<file path="config.mk">
export PLATFORM = sky130hd
export DESIGN_NAME = pk_pulse_extract
export DESIGN_NICKNAME = d
export VERILOG_FILES = /design/src/rtl/pk_pkg.sv /design/src/rtl/pk_front.sv /design/src/rtl/pk_peak_track.sv /design/src/rtl/pk_fine_lut.sv /design/src/rtl/pk_pulse_extract.sv
export SDC_FILE = /design/constraint.sdc
export NUM_CORES = 1
export LEC_CHECK = 0
export BUFFER_PORTS_ARGS = -buffer_cell sky130_fd_sc_hd__buf_4
export CORE_MARGIN = 2
export CORE_UTILIZATION = 35
export CTS_BUF_LIST = sky130_fd_sc_hd__clkbuf_4 sky130_fd_sc_hd__clkbuf_8
export DETAILED_ROUTE_END_ITERATION = 8
export SYNTH_ARGS = -nofsm -noshare
export SYNTH_HDL_FRONTEND = slang
export SYNTH_HIERARCHICAL = 1
export SYNTH_SLANG_ARGS = --single-unit
</file>
<file path="constraint.sdc">
create_clock -name clk -period 28.1 [get_ports clk]
set_input_delay 1.405 -clock clk [delete_from_list [all_inputs] [get_ports clk]]
set_output_delay 1.405 -clock clk [all_outputs]
set_load 0.05 [all_outputs]
</file>
<file path="src/rtl/pk_pkg.sv">
package pk_pkg;
    typedef enum logic [1:0] {
        PK_SEEK = 2'd0,
        PK_HIT  = 2'd1,
        PK_EMIT = 2'd2
    } pk_state_e;
endpackage

</file>
<file path="src/rtl/pk_front.sv">
// Sample front end: difference against the previous sample, record index,
// and the rolling pre-hit window with its shift-based mean.
module pk_front #(
    parameter int DW       = 12,
    parameter int IW       = 12,
    parameter int WIN_LOG2 = 3
) (
    input  logic                 clk,
    input  logic                 rst_n,
    input  logic                 smp_valid,
    input  logic [DW-1:0]        smp_data,
    input  logic                 rec_start,
    output logic signed [DW:0]   cur_diff,
    output logic [IW-1:0]        cur_idx,
    output logic [DW-1:0]        prev_smp,
    output logic [DW-1:0]        win_mean,
    output logic                 armed
);
    localparam int WIN = 1 << WIN_LOG2;
    localparam int SW  = DW + WIN_LOG2;

    logic [DW-1:0] win_q [WIN];
    logic [DW-1:0] prev_q;
    logic [IW-1:0] idx_q;
    logic [SW-1:0] win_sum;

    always_comb begin
        if (rec_start) begin
            cur_idx  = '0;
            cur_diff = '0;
        end else begin
            cur_idx  = (idx_q == '1) ? idx_q : idx_q + 1'b1;
            cur_diff = $signed({1'b0, smp_data}) - $signed({1'b0, prev_q});
        end
        armed   = (cur_idx >= IW'(WIN));
        win_sum = '0;
        for (int k = 0; k < WIN; k++) begin
            win_sum = win_sum + SW'(win_q[k]);
        end
        win_mean = win_sum[SW-1:WIN_LOG2];
    end

    assign prev_smp = prev_q;

    always_ff @(posedge clk or negedge rst_n) begin
        if (!rst_n) begin
            prev_q <= '0;
            idx_q  <= '0;
            for (int k = 0; k < WIN; k++) begin
                win_q[k] <= '0;
            end
        end else if (smp_valid) begin
            prev_q   <= smp_data;
            idx_q    <= cur_idx;
            win_q[0] <= smp_data;
            for (int k = 1; k < WIN; k++) begin
                win_q[k] <= win_q[k-1];
            end
        end
    end
endmodule

</file>
<file path="src/rtl/pk_peak_track.sv">
// Charge accumulation and peak/neighbour capture across one hit region.
module pk_peak_track #(
    parameter int DW = 12,
    parameter int IW = 12,
    parameter int CW = 24
) (
    input  logic                  clk,
    input  logic                  rst_n,
    input  logic                  init,
    input  logic                  step,
    input  logic                  close_in,
    input  logic [DW-1:0]         x,
    input  logic [DW-1:0]         prev,
    input  logic [DW-1:0]         ped,
    input  logic [IW-1:0]         idx,
    output logic signed [CW-1:0]  charge,
    output logic [DW-1:0]         pk_val,
    output logic [DW-1:0]         pk_left,
    output logic [DW-1:0]         pk_right,
    output logic [IW-1:0]         pk_idx
);
    logic                 need_r;
    logic signed [DW:0]   net;
    logic signed [CW-1:0] net_ext;

    assign net     = $signed({1'b0, x}) - $signed({1'b0, ped});
    assign net_ext = {{(CW-DW-1){net[DW]}}, net};

    always_ff @(posedge clk or negedge rst_n) begin
        if (!rst_n) begin
            charge   <= '0;
            pk_val   <= '0;
            pk_left  <= '0;
            pk_right <= '0;
            pk_idx   <= '0;
            need_r   <= 1'b0;
        end else if (init) begin
            // right neighbour defaults to the peak itself (mirror)
            charge   <= net_ext;
            pk_val   <= x;
            pk_left  <= prev;
            pk_right <= x;
            pk_idx   <= idx;
            need_r   <= 1'b1;
        end else if (step) begin
            charge <= charge + net_ext;
            if (x > pk_val) begin
                pk_val   <= x;
                pk_left  <= prev;
                pk_right <= x;
                pk_idx   <= idx;
                need_r   <= 1'b1;
            end else if (need_r) begin
                pk_right <= x;
                need_r   <= 1'b0;
            end
        end else if (close_in && need_r) begin
            pk_right <= x;
            need_r   <= 1'b0;
        end
    end
endmodule

</file>
<file path="src/rtl/pk_fine_lut.sv">
// Quantized neighbour-difference ratio and the writable fine-offset table.
module pk_fine_lut #(
    parameter int DW = 12,
    parameter int QB = 4,
    parameter int FW = 5
) (
    input  logic                 clk,
    input  logic                 rst_n,
    input  logic                 lut_we,
    input  logic [QB-1:0]        lut_waddr,
    input  logic signed [FW-1:0] lut_wdata,
    input  logic [DW-1:0]        pk_val,
    input  logic [DW-1:0]        pk_left,
    input  logic [DW-1:0]        pk_right,
    output logic signed [FW-1:0] fine
);
    localparam int Q  = 1 << QB;
    localparam int AW = DW + QB + 2;

    logic [DW-1:0]        rise_a;
    logic [DW-1:0]        fall_b;
    logic [AW-1:0]        sum_w;
    logic [AW-1:0]        fall_w;
    logic [Q-1:0]         ge;
    logic [QB:0]          cnt;
    logic [QB-1:0]        addr;
    logic signed [FW-1:0] tab_q [Q];

    assign rise_a = (pk_val > pk_left)  ? pk_val - pk_left  : '0;
    assign fall_b = (pk_val > pk_right) ? pk_val - pk_right : '0;
    assign sum_w  = AW'(rise_a) + AW'(fall_b);
    assign fall_w = AW'(fall_b) << QB;
    assign ge[0]  = 1'b0;

    generate
        for (genvar j = 1; j < Q; j++) begin : g_cmp
            assign ge[j] = (fall_w >= sum_w * AW'(j));
        end
    endgenerate

    always_comb begin
        cnt = '0;
        for (int k = 0; k < Q; k++) begin
            cnt = cnt + (QB+1)'(ge[k]);
        end
        addr = (sum_w == '0) ? QB'(Q/2) : cnt[QB-1:0];
        fine = tab_q[addr];
    end

    always_ff @(posedge clk or negedge rst_n) begin
        if (!rst_n) begin
            for (int k = 0; k < Q; k++) begin
                tab_q[k] <= FW'(Q/2 - k);
            end
        end else if (lut_we) begin
            tab_q[lut_waddr] <= lut_wdata;
        end
    end
endmodule

</file>
<file path="src/rtl/pk_pulse_extract.sv">
module pk_pulse_extract
    import pk_pkg::*;
#(
    parameter int DW = 12,
    parameter int IW = 12,
    parameter int CW = 24,
    parameter int QB = 4,
    parameter int FW = 5
) (
    input  logic                 clk,
    input  logic                 rst_n,
    input  logic                 smp_valid,
    input  logic [DW-1:0]        smp_data,
    input  logic                 rec_start,
    input  logic                 rec_last,
    input  logic [DW-1:0]        thr,
    input  logic                 lut_we,
    input  logic [QB-1:0]        lut_waddr,
    input  logic signed [FW-1:0] lut_wdata,
    output logic                 res_valid,
    output logic signed [CW-1:0] res_charge,
    output logic [IW-1:0]        res_coarse,
    output logic signed [FW-1:0] res_fine,
    output logic                 res_trunc
);
    pk_state_e            state_q, state_d;
    logic signed [DW:0]   cur_diff;
    logic [IW-1:0]        cur_idx;
    logic [DW-1:0]        prev_smp, win_mean, ped_q;
    logic                 armed, over, open_ev, step_ev, close_ev, trunc_q;
    logic signed [CW-1:0] charge;
    logic [DW-1:0]        pk_val, pk_left, pk_right;
    logic [IW-1:0]        pk_idx;
    logic signed [FW-1:0] fine;
    logic [DW-1:0]        ped_now;

    pk_front #(.DW(DW), .IW(IW), .WIN_LOG2(3)) front_i (
        .clk(clk), .rst_n(rst_n), .smp_valid(smp_valid), .smp_data(smp_data),
        .rec_start(rec_start), .cur_diff(cur_diff), .cur_idx(cur_idx),
        .prev_smp(prev_smp), .win_mean(win_mean), .armed(armed)
    );

    assign over     = cur_diff > $signed({1'b0, thr});
    assign open_ev  = smp_valid && (state_q == PK_SEEK) && armed && over;
    assign step_ev  = smp_valid && (state_q == PK_HIT) && over;
    assign close_ev = smp_valid && (state_q == PK_HIT) && !over;
    assign ped_now  = open_ev ? win_mean : ped_q;

    pk_peak_track #(.DW(DW), .IW(IW), .CW(CW)) track_i (
        .clk(clk), .rst_n(rst_n), .init(open_ev), .step(step_ev),
        .close_in(close_ev), .x(smp_data), .prev(prev_smp), .ped(ped_now),
        .idx(cur_idx), .charge(charge), .pk_val(pk_val), .pk_left(pk_left),
        .pk_right(pk_right), .pk_idx(pk_idx)
    );

    pk_fine_lut #(.DW(DW), .QB(QB), .FW(FW)) lut_i (
        .clk(clk), .rst_n(rst_n), .lut_we(lut_we), .lut_waddr(lut_waddr),
        .lut_wdata(lut_wdata), .pk_val(pk_val), .pk_left(pk_left),
        .pk_right(pk_right), .fine(fine)
    );

    // next state
    always_comb begin
        state_d = state_q;
        unique case (state_q)
            PK_SEEK: if (open_ev) state_d = rec_last ? PK_EMIT : PK_HIT;
            PK_HIT:  if (close_ev || (step_ev && rec_last)) state_d = PK_EMIT;
            PK_EMIT: state_d = PK_SEEK;
            default: state_d = PK_SEEK;
        endcase
    end

    // state register and region context
    always_ff @(posedge clk or negedge rst_n) begin
        if (!rst_n) begin
            state_q <= PK_SEEK;
            ped_q   <= '0;
            trunc_q <= 1'b0;
        end else begin
            state_q <= state_d;
            if (open_ev) begin
                ped_q   <= win_mean;
                trunc_q <= rec_last;
            end else if (step_ev) begin
                trunc_q <= rec_last;
            end
        end
    end

    // outputs
    always_ff @(posedge clk or negedge rst_n) begin
        if (!rst_n) begin
            res_valid  <= 1'b0;
            res_charge <= '0;
            res_coarse <= '0;
            res_fine   <= '0;
            res_trunc  <= 1'b0;
        end else begin
            res_valid <= (state_q == PK_EMIT);
            if (state_q == PK_EMIT) begin
                res_charge <= charge;
                res_coarse <= pk_idx;
                res_fine   <= fine;
                res_trunc  <= trunc_q;
            end
        end
    end
endmodule

</file>
After elaboration in Yosys (flattened, before gate mapping)
Index checks and enable logic that the tools add are counted.

operators by class
  $lt $le $gt $ge = 23
  add/sub/neg operators = 28
  equal/unequal tests = 6
  bitwise gates (word level) = 2
  multiply operators = 11
  multiplexer cells = 39
  reductions and logical operators = 19

operators by type and width
  operator                                                               count
  16-bit by 18-bit >= comparator with 1-bit output                       15
  12-bit two-way mux                                                     19
  15-bit by 12-bit adder with 15-bit output                              6
  80-bit bitwise mux                                                     1
  18-bit by 4-bit multiplier with 18-bit output (second input constant)  4
  4-bit by 1-bit adder with 4-bit output                                 13
  24-bit two-way mux                                                     2
  12-bit > comparator                                                    3
  18-bit by 3-bit multiplier with 17-bit output (second input constant)  2
  18-bit by 3-bit multiplier with 18-bit output (second input constant)  2
  12-bit by 12-bit adder with 13-bit output                              2
  12-bit by 12-bit subtractor with 13-bit output                         2
  24-bit by 13-bit adder with 24-bit output                              1
  12-bit subtractor                                                      2
  5-bit binary-select mux with 4-bit select                              1
  5-bit demux with 4-bit select                                          1
  18-bit logical NOT                                                     1
  18-bit by 2-bit multiplier with 16-bit output (second input constant)  1
  18-bit by 2-bit multiplier with 17-bit output (second input constant)  1
  18-bit by 2-bit multiplier with 18-bit output (second input constant)  1
  5-bit two-way mux                                                      3
  13-bit > comparator                                                    1
  13-bit two-way mux                                                     1
  12-bit by 1-bit adder with 12-bit output (second input constant)       1
  other kinds (22)                                                       42

word-level totals
  register bits after elaboration = 319
  bits of input ports = 39

Depth between registers and ports, before layout
  word-level depth = 23
  gate-level depth with buffers = 52
  mapped depth without buffers = 48

Cells and area by module
The synthesis kept the hierarchy.

by module, submodules not included
  module            cells each  times used  area an instance (sq um)
  pk_fine_lut       1635        1           14849.2
  pk_front          780         1           7428.4
  pk_peak_track     500         1           4984.8
  pk_pulse_extract  181         1           2601.2

Least setup slack after synthesis
OpenSTA, ideal clock, no wires.

  path kind = register -> register
  start point = register track_i.pk_val[0]
  end point = register res_fine[0]
  library setup time = 125 ps
  setup slack = 15141 ps
  buffers on the path = 2
  arrival = 12835 ps
  stages on the path, launching flop included = 42
  required time = 27975 ps
  cells stage by stage = dfrtp_1 -> inv_1 -> ha_1 -> fa_1 -> nand2b_1 -> a21oi_1 -> a211oi_1 -> o21a_1 -> nor4_1 -> fa_1 -> a21o_1 -> a21oi_1 -> xnor2_1 -> inv_1 -> fa_1 -> inv_1 -> fa_1 -> ha_1 -> [6 not listed] -> ha_1 -> o21a_1 -> o211ai_1 -> a21oi_1 -> o2111a_1 -> o21ai_0 -> fa_1 -> fa_1 -> fa_1 -> fa_1 -> fa_1 -> clkbuf_1 -> clkbuf_1 -> o21ai_0 -> a32oi_1 -> a41oi_1 -> a211o_1 -> mux2_2

between the ends
  cells in the longest elaborated chain, start to end = 23
  elaborated cells on any way between the ends = 53
  classes of those cells = add/sub: 17; mul: 11; order compare: 17; mux: 6; bitwise: 1; reduce/logical: 1

RTL lines
  element                                                                                                                   RTL line                              source
  from (decl)                                                                                                               pk_peak_track.sv:17                   output logic [DW-1:0] pk_val,
  from (signal assigned)                                                                                                    pk_peak_track.sv:32                   pk_val <= '0;
  from (signal assigned)                                                                                                    pk_peak_track.sv:40                   pk_val <= x;
  from (signal assigned)                                                                                                    pk_peak_track.sv:48                   pk_val <= x;
  12-bit subtractor, or another cell as far along                                                                           pk_fine_lut.sv:29                     assign rise_a = (pk_val > pk_left) ? pk_val - pk_left : '0;
  12-bit two-way mux (on tied branches)                                                                                     pk_fine_lut.sv:29, pk_fine_lut.sv:30
  12-bit by 12-bit adder with 13-bit output                                                                                 pk_fine_lut.sv:31                     assign sum_w = AW'(rise_a) + AW'(fall_b);
  18-bit by 2-bit multiplier with 18-bit output / 16-bit by 18-bit >= comparator with 1-bit output (equally long branches)  pk_fine_lut.sv:37                     assign ge[j] = (fall_w >= sum_w * AW'(j));
  16-bit by 18-bit >= comparator with 1-bit output / 1-bit by 1-bit adder with 2-bit output (equally long branches)         pk_fine_lut.sv:37, pk_fine_lut.sv:44
  4-bit by 1-bit adder with 4-bit output (13 in a row)                                                                      pk_fine_lut.sv:44                     cnt = cnt + (QB+1)'(ge[k]);
  4-bit two-way mux *                                                                                                       pk_fine_lut.sv:46                     addr = (sum_w == '0) ? QB'(Q/2) : cnt[QB-1:0];
  4-bit NOT with 5-bit output (implied by the code) *                                                                       pk_fine_lut.sv:47                     fine = tab_q[addr];
  5-bit binary-select mux with 4-bit select *                                                                               pk_fine_lut.sv:47
  5-bit two-way mux (implied by the code) * (2 in a row)                                                                    pk_fine_lut.sv:47
  net fine[0]                                                                                                               pk_pulse_extract.sv:34                logic signed [FW-1:0] fine;
  to (signal assigned)                                                                                                      pk_pulse_extract.sv:103               res_fine <= fine;
  to (decl)                                                                                                                 pk_pulse_extract.sv:23                output logic signed [FW-1:0] res_fine,

The timed path passes the listed nets; every way through them passes the cells marked *. The select of a mux whose other input is x is not followed.
A chain may end at the register's enable or synchronous reset.

Worst setup path in the final report
Ends and elaborated chain as after synthesis.

==> metrics.cfg <==
[status]
outcome=completed

[cts]
htree_levels=2
post_cts_buffers=0
hold_buffers=0
worstSkewPairLatency_ns=0.70
cts-buffers-inserted=58
cts_sinks=319
cts_buffer_depth=3
cts_tree=built
post_cts_resized=0
clkSlewWorstSetupHoldPaths_ns=0.06
root_buffer=clkbuf_8

[drt]
vias=22460
drc=0
routed_wl_um=74220
vias_per_cell=5.142
routedWlPerCell_um=17.00
dr.first_iter.drc_count=1193
dr.pass1.iters=5
postRouteAntennaNets=0

[worst_setup_path]
worstPathRequired_ns=28.67
r2r_slack_ns=14.94
cp-start-kind=flip-flop
slowest_stage=nor3_1
crit_fanout=39
crit_arrival_ns=13.73
path_common_cell=fa_1
critPathCaptureType=flip-flop
crit_type=reg -> reg
slowest_delay_ns=0.68

[layout]
final_common_cell=ha_1
layout.nets=3765
final_cell_mix=ha_1 (411), inv_1 (379), dfrtp_1 (280)
stdcell_area_um2=33030
area_growth_pct=10.60
layout-drive-gt1-share_pct=16.91

[sta]
tns_ns=0
slew_headroom_pct=29.92
worst_pin_slew_ns=1.042
drv_slew=0
period_share_pct=46.84
fin_skew_ns=0.05426
rsz0062_at_grt=false
fmax_mhz=75.97
finalSetupViolCount=0
hold_violations=0
min_period_ns=13.16

[synth]
yosysSeqAreaShare_pct=26.89
synthArstFlopShare_pct=100.0
ys_warn_count=6
syn_area_um2=29860
syn_inst=3096
ys_types=105
synth_edf_count=0
syn_avg_cell_area_um2=9.646
synth-main-ff-cell=dfrtp_1
ys_ff_latch=319
synth_nets=3680

[hold_path]
worstHoldPathType=reg -> reg

[flow_run]
max_cap_violations=0

[global_route]
grt_antenna_before_repair=1
grt_pass1_wl_um=121300
grt.total_usage_pct=17.24
grt_start_max_net_pins=108
overflow=0
grt_pass1_vias=22760

[placement]
port_buffers=81
place_congestion=0.8897
dpl_cell_area_um2=31760
hpwl_um=57590

[floorplan]
dieArea_um2=87680
chipWidth_um=296.1
ios=82
start_util_pct=35.18
core_um2=84880
rows=107
fp.dieH_um=296.1

logic make-up (layout without fill, tap and decap cells):
| logic type | Yosys count | count (layout) | synth area share, % |
|---|---|---|---|
| AO/OA/AOI/OAI | 701 | 701 | 15.18 |
| XOR/XNOR | 143 | 143 | 4.219 |
| adder cells (fa/ha/maj) | 554 | 554 | 26.50 |
| buffers and inverters | 472 | 598 | 6.368 |
| flip-flops | 319 | 319 | 26.89 |
| multiplexers | 246 | 246 | 9.565 |
| other | 0 | 1 | 0 |
| AND/OR/NAND/NOR | 661 | 661 | 11.27 |
state kept, by name (all words and copies together) (netlist names), 2 cells and up:
signal            cells
track_i/pk_val       12
track_i/charge       24
lut_i/tab_q          80
track_i/pk_right     12
front_i/win_q        96
track_i/pk_left      12
track_i/pk_idx       12
res_charge           24
res_coarse           12
state_q               2
res_fine              5
ped_q                12
front_i/idx_q        12
worst paths after layout:
path | from | endpoint | depth (start not counted)
max in group asynchronous | rst_n | front_i/win_q[24] | 5
setup reg to reg | track_i/pk_val[0] | res_fine[0] | 44
hold reg to reg | front_i/win_q[61] | front_i/win_q[49] | 2
min in group asynchronous | rst_n | res_coarse[1] | 1
setup / recovery | track_i/pk_val[0] | res_fine[0] | 44
hold / removal | front_i/win_q[61] | front_i/win_q[49] | 2
metal layers:
layer,global-route usage (%),vias up,share of wire (%),wire (um)
met1,23.57,10900,47,34950
li1,-,11060,-,-
met4,4.890,0,2.6,1947
met5,0,-,0,0
met3,2.481,100,4.2,3119
met2,28.30,393,46,34210
synth_stat cells, types with 32 or more instances:
cell type,instances,share of area [%]
xnor2_1,83,2.4
nor2_1,121,1.5
inv_1,379,4.8
nor3_1,56,0.94
dfstp_2,39,3.4
nor2b_1,46,0.96
nand4_1,32,0.67
a21o_1,81,2.0
o21ai_0,190,3.2
a21oi_1,173,2.9
o21a_1,50,1.3
xor2_1,59,1.7
dfrtp_1,280,23
nand3_1,45,0.75
fa_1,134,9.0
nand2b_1,39,0.82
clkbuf_1,48,0.60
mux2_2,208,7.8
nand2_1,203,2.6
ha_1,411,17
cell type report:
| cell class | instances | area, um2 |
|---|---|---|
| Fill cell | 8553 | 51850 |
| Multi-Input combinational cell | 2305 | 19990 |
| Sequential cell | 319 | 8031 |
| Inverter | 383 | 1440 |
| Tap cell | 1144 | 1431 |
| Clock buffer | 88 | 1099 |
| Timing Repair Buffer | 114 | 867.1 |
| Clock inverter | 13 | 168.9 |
| Antenna cell | 1 | 2.502 |
critical path: cells and delay by family (launching register included):
family | cells | cell delay [ns]
AND/OR/NAND/NOR | 11 | 3.22
XOR/XNOR | 2 | 0.44
buffers and inverters | 5 | 1.07
multiplexers | 2 | 0.65
AO/OA/AOI/OAI | 12 | 2.48
flip-flops | 1 | 0.37
adder cells (fa/ha/maj) | 12 | 4.77
through the flow:
step	std cells	utilization [%]	hold WS, ns	setup slack (ns)
floorplan	3096	-	0.4498	15.14
global placement	4265	37.42	0.4563	15.24
detailed placement	4265	37.42	0.4635	15.03
CTS	4366	38.91	0.4772	15.00
global route	4367	38.91	0.4986	13.88
finish	4367	38.91	0.4740	14.94
Power is not shown: default switching activity piles up to over one toggle a cycle in this logic, so the estimate is an artifact.
